**src/rtl/dcs_pkg.sv**
```systemverilog
package dcs_pkg;
  localparam int ADDR_W    = 16;
  localparam int DATA_W    = 32;
  localparam int REC_WORDS = 6;
  localparam int OFF_CNT   = 2;
  localparam int OFF_SRC   = 4;
  localparam int OFF_DST   = 5;

  typedef enum logic [2:0] {ST_IDLE, ST_VEC, ST_LD, ST_MRD, ST_MWR, ST_WB} seq_st_e;

  // first word of a record slot
  function automatic logic [ADDR_W-1:0] slot_base(input logic [ADDR_W-1:0] area,
                                                 input logic [4:0] slot);
    return area + ADDR_W'(slot) * ADDR_W'(REC_WORDS);
  endfunction

  // count value that is written back
  function automatic logic [DATA_W-1:0] count_after(input logic [DATA_W-1:0] c,
                                                    input logic head);
    return head ? c - DATA_W'(1) : c;
  endfunction
endpackage

```
**src/rtl/dcs_pending_fifo.sv**
```systemverilog
module dcs_pending_fifo #(
  parameter int DEPTH = 4,
  parameter int W     = 5
) (
  input  logic         clk,
  input  logic         rst_n,
  input  logic         push,
  input  logic [W-1:0] din,
  input  logic         pop,
  output logic [W-1:0] dout,
  output logic         empty,
  output logic         full
);
  localparam int PW = (DEPTH > 1) ? $clog2(DEPTH) : 1;
  localparam int CW = $clog2(DEPTH + 1);

  logic [W-1:0]  slots [DEPTH];
  logic [PW-1:0] rd_p, wr_p;
  logic [CW-1:0] fill;

  function automatic logic [PW-1:0] step(input logic [PW-1:0] p);
    return (p == PW'(DEPTH - 1)) ? '0 : p + PW'(1);
  endfunction

  wire do_push = push && !full;
  wire do_pop  = pop && !empty;

  assign empty = (fill == '0);
  assign full  = (fill == CW'(DEPTH));
  assign dout  = slots[rd_p];

  always_ff @(posedge clk) begin
    if (do_push) slots[wr_p] <= din;
  end

  always_ff @(posedge clk or negedge rst_n) begin
    if (!rst_n) begin
      rd_p <= '0;
      wr_p <= '0;
      fill <= '0;
    end else begin
      if (do_push) wr_p <= step(wr_p);
      if (do_pop)  rd_p <= step(rd_p);
      fill <= fill + CW'(do_push) - CW'(do_pop);
    end
  end

  // requests never arrive while the queue is full
  a_r10_no_overflow: assert property (@(posedge clk) disable iff (!rst_n) push |-> !full);
  // a pop always leaves one entry fewer when nothing is pushed
  a_r10_pop_drains: assert property (@(posedge clk) disable iff (!rst_n)
    (do_pop && !push) |=> (fill == $past(fill) - CW'(1)));
endmodule

```
**src/rtl/dcs_engine.sv**
```systemverilog
module dcs_engine
  import dcs_pkg::*;
#(
  parameter int                NSLOT     = 24,
  parameter int                SRC_W     = 5,
  parameter logic [ADDR_W-1:0] VEC_BASE  = 16'h0000,
  parameter logic [ADDR_W-1:0] CTRL_BASE = 16'h0040
) (
  input  logic              clk,
  input  logic              rst_n,
  input  logic              q_empty,
  input  logic [SRC_W-1:0]  q_dout,
  output logic              q_pop,
  output logic              mem_req,
  output logic              mem_we,
  output logic [ADDR_W-1:0] mem_addr,
  output logic [DATA_W-1:0] mem_wdata,
  input  logic [DATA_W-1:0] mem_rdata,
  output logic              active,
  output logic              en_clr,
  output logic [SRC_W-1:0]  en_clr_src,
  output logic              irq
);
  localparam logic [4:0] LAST_SLOT = 5'(NSLOT - 1);

  seq_st_e          st;
  logic [2:0]       widx;
  logic [SRC_W-1:0] src_id;
  logic [4:0]       slot;
  logic             chain_bit, head, zero_hit;
  logic [DATA_W-1:0] blk, cnt, sa, da, units, hold;

  // named events
  logic [ADDR_W-1:0] base;
  logic [DATA_W-1:0] cnt_wb;
  logic wb_last, chain_go, seq_end;

  assign base     = slot_base(CTRL_BASE, slot);
  assign cnt_wb   = count_after(cnt, head);
  assign wb_last  = (st == ST_WB) && (widx == 3'd2);
  assign chain_go = wb_last && chain_bit && (slot != LAST_SLOT);
  assign seq_end  = wb_last && !chain_go;
  assign q_pop    = (st == ST_IDLE) && !q_empty;
  assign active   = (st != ST_IDLE);

  always_comb begin
    mem_req   = 1'b0;
    mem_we    = 1'b0;
    mem_addr  = '0;
    mem_wdata = '0;
    unique case (st)
      ST_VEC: begin mem_req = 1'b1; mem_addr = VEC_BASE + ADDR_W'(src_id); end
      ST_LD:  begin mem_req = 1'b1; mem_addr = base + ADDR_W'(widx); end
      ST_MRD: begin mem_req = 1'b1; mem_addr = sa[ADDR_W-1:0]; end
      ST_MWR: begin
        mem_req = 1'b1; mem_we = 1'b1; mem_addr = da[ADDR_W-1:0]; mem_wdata = hold;
      end
      ST_WB: begin
        mem_req = 1'b1;
        mem_we  = 1'b1;
        case (widx)
          3'd0:    begin mem_addr = base + ADDR_W'(OFF_CNT); mem_wdata = cnt_wb; end
          3'd1:    begin mem_addr = base + ADDR_W'(OFF_SRC); mem_wdata = sa; end
          default: begin mem_addr = base + ADDR_W'(OFF_DST); mem_wdata = da; end
        endcase
      end
      default: ;
    endcase
  end

  always_ff @(posedge clk or negedge rst_n) begin
    if (!rst_n) begin
      st <= ST_IDLE; widx <= '0; src_id <= '0; slot <= '0;
      chain_bit <= 1'b0; head <= 1'b0; zero_hit <= 1'b0;
      blk <= '0; cnt <= '0; sa <= '0; da <= '0; units <= '0; hold <= '0;
      en_clr <= 1'b0; en_clr_src <= '0; irq <= 1'b0;
    end else begin
      en_clr <= 1'b0;
      irq    <= 1'b0;
      unique case (st)
        ST_IDLE: if (!q_empty) begin
          src_id <= q_dout; head <= 1'b1; zero_hit <= 1'b0; st <= ST_VEC;
        end
        ST_VEC: begin
          slot <= mem_rdata[4:0]; widx <= '0; st <= ST_LD;
        end
        ST_LD: begin
          case (widx)
            3'd0: chain_bit <= mem_rdata[0];
            3'd1: blk <= mem_rdata;
            3'd2: cnt <= mem_rdata;
            3'd4: sa  <= mem_rdata;
            3'd5: da  <= mem_rdata;
            default: ;
          endcase
          if (widx == 3'd5) begin
            widx  <= '0;
            units <= blk;
            st    <= (blk == '0) ? ST_WB : ST_MRD;
          end else begin
            widx <= widx + 3'd1;
          end
        end
        ST_MRD: begin hold <= mem_rdata; st <= ST_MWR; end
        ST_MWR: begin
          sa <= sa + DATA_W'(1);
          da <= da + DATA_W'(1);
          units <= units - DATA_W'(1);
          st <= (units == DATA_W'(1)) ? ST_WB : ST_MRD;
        end
        ST_WB: begin
          if (widx == 3'd0 && head) zero_hit <= (cnt_wb == '0);
          if (!wb_last) begin
            widx <= widx + 3'd1;
          end else begin
            widx <= '0;
            if (chain_go) begin
              slot <= slot + 5'd1; head <= 1'b0; st <= ST_LD;
            end else begin
              st <= ST_IDLE;
              irq <= zero_hit;
              en_clr <= zero_hit;
              en_clr_src <= src_id;
            end
          end
        end
        default: st <= ST_IDLE;
      endcase
    end
  end

  // completion pulse is a single cycle
  a_r8_irq_single: assert property (@(posedge clk) disable iff (!rst_n) irq |=> !irq);
  // completion follows the final write-back
  a_r8_irq_after_end: assert property (@(posedge clk) disable iff (!rst_n) irq |-> $past(seq_end));
  // enable clear and interrupt always coincide
  a_r8_clr_with_irq: assert property (@(posedge clk) disable iff (!rst_n) irq == en_clr);
  // a chained record is loaded only right after a full write-back
  a_r4_wb_before_next: assert property (@(posedge clk) disable iff (!rst_n)
    (st == ST_LD && widx == 3'd0 && !head) |-> $past(wb_last));
  // the last slot ends the chain
  a_r6_last_slot_ends: assert property (@(posedge clk) disable iff (!rst_n)
    (wb_last && slot == LAST_SLOT) |=> (st == ST_IDLE));
  // every data write is preceded by its data read
  a_r3_read_then_write: assert property (@(posedge clk) disable iff (!rst_n)
    (st == ST_MWR) |-> $past(st == ST_MRD));
endmodule

```
**src/rtl/dma_chain_seq.sv**
```systemverilog
module dma_chain_seq
  import dcs_pkg::*;
#(
  parameter int                NSLOT     = 24,
  parameter int                NSRC      = 24,
  parameter int                QDEPTH    = 4,
  parameter logic [ADDR_W-1:0] VEC_BASE  = 16'h0000,
  parameter logic [ADDR_W-1:0] CTRL_BASE = 16'h0040,
  localparam int               SRC_W     = $clog2(NSRC)
) (
  input  logic              clk,
  input  logic              rst_n,
  input  logic              trig_valid,
  input  logic [SRC_W-1:0]  trig_src,
  output logic              mem_req,
  output logic              mem_we,
  output logic [ADDR_W-1:0] mem_addr,
  output logic [DATA_W-1:0] mem_wdata,
  input  logic [DATA_W-1:0] mem_rdata,
  output logic              busy,
  output logic              en_clr,
  output logic [SRC_W-1:0]  en_clr_src,
  output logic              irq
);
  logic             q_empty, q_full, q_pop, eng_active;
  logic [SRC_W-1:0] q_dout;

  dcs_pending_fifo #(.DEPTH(QDEPTH), .W(SRC_W)) u_queue (
    .clk(clk), .rst_n(rst_n), .push(trig_valid), .din(trig_src),
    .pop(q_pop), .dout(q_dout), .empty(q_empty), .full(q_full)
  );

  dcs_engine #(.NSLOT(NSLOT), .SRC_W(SRC_W), .VEC_BASE(VEC_BASE), .CTRL_BASE(CTRL_BASE)) u_eng (
    .clk(clk), .rst_n(rst_n), .q_empty(q_empty), .q_dout(q_dout), .q_pop(q_pop),
    .mem_req(mem_req), .mem_we(mem_we), .mem_addr(mem_addr), .mem_wdata(mem_wdata),
    .mem_rdata(mem_rdata), .active(eng_active), .en_clr(en_clr),
    .en_clr_src(en_clr_src), .irq(irq)
  );

  assign busy = eng_active || !q_empty;

  // an accepted trigger makes the block busy in the next cycle
  a_r9_busy_after_trig: assert property (@(posedge clk) disable iff (!rst_n)
    (trig_valid && !q_full) |=> busy);
  // memory is idle whenever the block is not busy
  a_r1_quiet_when_idle: assert property (@(posedge clk) disable iff (!rst_n)
    !busy |-> !mem_req);
endmodule

```
**config.mk**
```make
export PLATFORM = sky130hd
export DESIGN_NAME = dma_chain_seq
export DESIGN_NICKNAME = d
export VERILOG_FILES = /design/src/rtl/dcs_pkg.sv /design/src/rtl/dcs_pending_fifo.sv /design/src/rtl/dcs_engine.sv /design/src/rtl/dma_chain_seq.sv
export SDC_FILE = /design/constraint.sdc
export NUM_CORES = 1
export LEC_CHECK = 0
export BUFFER_PORTS_ARGS = -buffer_cell sky130_fd_sc_hd__buf_2
export CAP_MARGIN = 10
export CORE_MARGIN = 4
export CORE_UTILIZATION = 52
export CTS_CLUSTER_SIZE = 14
export DETAILED_ROUTE_END_ITERATION = 7
export HOLD_SLACK_MARGIN = 0.12
export PLACE_DENSITY = 0.7
export SYNTH_ARGS = -nofsm -noshare
export SYNTH_HDL_FRONTEND = slang
export SYNTH_SLANG_ARGS = --single-unit
```
**constraint.sdc**
```tcl
create_clock -name clk -period 3.2 [get_ports clk]
set_input_delay 0.64 -clock clk [delete_from_list [all_inputs] [get_ports clk]]
set_output_delay 0.64 -clock clk [all_outputs]
set_load 0.01 [all_outputs]
```
==> flow_metrics.tcl <==
set metrics [dict create \
    routed_via_density 6.420 \
    async_flop_share 0.9180 \
    grt-busiest-layer "met2" \
    finalCritPeriodShare 1.150 \
    cts_sinks 244 \
    antenna_left 0 \
    start_util 0.5306 \
    die_w_microns 171.5 \
    maxSlewViolCount 0 \
    startpoint_type "flip-flop" \
    route.detailed.drc 0 \
    maxCapViolCount 0 \
    synth.cell_area_sq_um 13900 \
    tns_ps -8573 \
    final_util 0.6474 \
    cp-end-kind "output pin" \
    antenna_found_initial 0 \
    met3_usage 0.04229 \
    vdd_drop_max_mv 0.6383 \
    grt_pass1_wl_mm 68.77 \
    worstPathArrival_ps 3040 \
    slowest_delay_ps 600 \
    syn_nets 1590 \
    die_area_sq_um 29420 \
    crit_slowest_cell "or4_4" \
    port-buffer-count 97 \
    worstPathCellList "or4_4 -> buf_6 -> nor4_4 -> buf_4 -> nand2_1 -> xnor2_1 -> a221oi_1 -> nor2_1 -> buf_2" \
    timing.slew.headroom 0.4453 \
    critPathBufInv 3 \
    grt_pass1_vias 12180 \
    ios 98 \
    place_area_sq_um 14980 \
    yosys_warnings 0 \
    final_cells 2016 \
    nNetsFinal 1732 \
    use_met2 0.4502 \
    syn_inst 1518 \
    ys_seq_elements 244 \
    wl_mm 44.65 \
    outcome "finished with violations" \
    cts_buffer_depth 3 \
    max_freq_mhz 271.6 \
    die_h_microns 171.5 \
    power_mw 18.38 \
    crit_fanout 4 \
    htree_levels 1 \
    area_growth_pct 22.01 \
    drt_iter0_drc 1509 \
    synthFlopType "dfrtp_1" \
    setup_slack_ps -481.5 \
    layout-drive-gt1-share 0.2790 \
    gr-total-overflow 0 \
    cts_tree "built" \
    nFillCells 2059 \
    hp-class "in -> reg" \
    yosysSeqAreaShare 0.4463 \
    finalHoldViolCount 0 \
    clkLatencyLatePin_ps 550 \
    coreArea_sq_um 26210 \
    violations "setup timing" \
    track_usage 0.2967 \
    rsz0062_at_grt "yes" \
    cts_root_buffer "clkbuf_16" \
    diodes 0 \
    wl_per_cell_microns 22.15 \
    rows 59 \
    period_minus_slack_ps 3682 \
    skew_ps 28.41 \
    drtPass1Iterations 6 \
    worst_slew_pin_slew_ps 830.0 \
    vias 12940 \
    dp.cells 1919 \
    final_area_sq_um 16970 \
    use_met1 0.4424 \
    crit_type "reg -> out" \
    powerDensity_nw_per_um2 1083 \
    dp_hpwl_mm 30.41 \
    syn_avg_cell_area_sq_um 9.160 \
    critical_path.top_delay_family "simple AND/OR/NAND/NOR gates" \
    cts_buffers 27 \
    cp_data_required_time_ps 2560 \
    ys_types 78 \
    gp_congestion 0.9995 \
    leakagePower_nw 7.195 \
    setup_violations 32 \
    grt_max_degree 65 \
    synth_edf_count 20 \
    path_clk_slew_ps 60 \
]
cell type report:
type,count,area [sq um],area share
clock buffer,35,765.7,0.04514
tap,335,419.2,0.02471
clock inverter,15,176.4,0.01040
timing repair buffer,209,1463,0.08622
sequential,244,6218,0.3665
multi-input combinational,1140,7777,0.4584
inverter,38,145.1,0.008555
final timing paths:
kind | from | end | slack (ps) | depth (start not counted)
worst max-delay path | u_eng.cnt[7]$_DFFE_PN0P_ | mem_wdata[16] | -480 | 9
worst min-delay path | trig_src[4] | u_queue.slots[2][4]$_DFFE_PP_ | 310 | 1
worst max register to register | u_eng.cnt[0]$_DFFE_PN0P_ | u_eng.zero_hit$_DFFE_PN0P_ | 20 | 13
worst min register to register | u_eng.hold[14]$_DFFE_PN0N_ | u_eng.hold[14]$_DFFE_PN0N_ | 470 | 2
max in group asynchronous | rst_n | u_eng.sa[18]$_DFFE_PN0P_ | 1700 | 3
min in group asynchronous | rst_n | u_eng.slot[3]$_DFFE_PN0P_ | 650 | 2
worst register-to-register path, delay by kind of cell, from the launching register on:
| kind | cells | cell delay [ps] |
|---|---|---|
| and+or+nand+nor | 5 | 1670 |
| buffers and inverters | 6 | 740 |
| DFF | 1 | 390 |
| xor gates and xnor gates | 1 | 180 |
| AOI/OAI and AO/OA | 1 | 130 |
synth_stat cells (17+ instances only):
master    number  share of area
inv_1         38          0.010
dfrtp_1      224           0.40
edfxtp_1      20          0.043
xnor2_1       20          0.013
clkbuf_1      79          0.021
mux2_2        75          0.061
nand4_1       28          0.013
o21ai_0       93          0.033
nand3_1       51          0.018
a211oi_1      17         0.0092
a221oi_1      27          0.017
a21oi_1       66          0.024
nor3_1        29          0.010
nand2_1      259          0.070
xor2_1        21          0.013
ha_1          29          0.026
nor4_1        24          0.011
nor2_1       143          0.039
cell usage in the layout, fill, tap and decap left out, drive strengths merged, types with 6 or more instances in the layout:
cell type	n
nand2	259
dfrtp	224
buf	208
nor2	143
o21ai	94
mux2	75
a21oi	66
nand3	52
inv	41
clkbuf	35
nor3	33
ha	29
nand4	28
a221oi	27
nor4	25
xor2	21
edfxtp	20
xnor2	20
a211oi	17
a311oi	16
and3	16
o221a	15
a22oi	15
o22ai	12
o311ai	12
and2	11
a22o	10
o211ai	10
nand2b	10
nor2b	10
or4	10
or3	9
a31oi	7
nand3b	6
mux2i	6
a221o	6
clkinvlp	6
o31ai	6
metrics by stage:
stage                     worst slack (ps)  hold slack [ps]
after detailed placement             149.4            457.6
after global routing                -584.2            299.9
after floorplan                      234.2            344.4
after global placement               183.6            452.4
final                               -481.5            313.5
after CTS                           -320.2            293.3
cell families (layout without fill, tap and decap cells):
family,after synthesis,count (layout),synth area share
AOI/OAI and AO/OA,349,349,0.1718
xor gates and xnor gates,41,41,0.02583
adders and majority gates,32,32,0.03042
buffers and inverters,134,297,0.03878
DFF,244,244,0.4463
muxes,86,86,0.07316
and+or+nand+nor,632,632,0.2137
layer usage:
metal	up-vias	share of wire
li1	5816	-
met1	6296	0.42
met2	706	0.45
met3	124	0.095
met4	0	0.035
met5	-	0
sequential cells by signal, indices dropped and copies added (netlist names), 5 cells and up:
name and count:
u_eng.cnt 32, u_eng.blk 32, u_eng.src_id 5, u_eng.da 32
u_queue.slots 20, u_eng.units 32, u_eng.hold 32, u_eng.en_clr_src 5
u_eng.sa 32, u_eng.slot 5
timing repair:
action,CTS,global route
pin swaps,33,48
setup endpoints to repair,46,42
setup buffers,36,22
resized for setup,72,95
hold buffers,1,0
hold endpoints to repair,55,0
gates cloned,1,0
power by group:
group	internal [mW]	switching, mW	total [mW]
Combinational	3.97	4.88	8.85
Clock	1.94	1.34	3.28
Sequential	4.51	1.74	6.25
Total	10.4	7.96	18.4
Power figures use the tool's default switching activity.
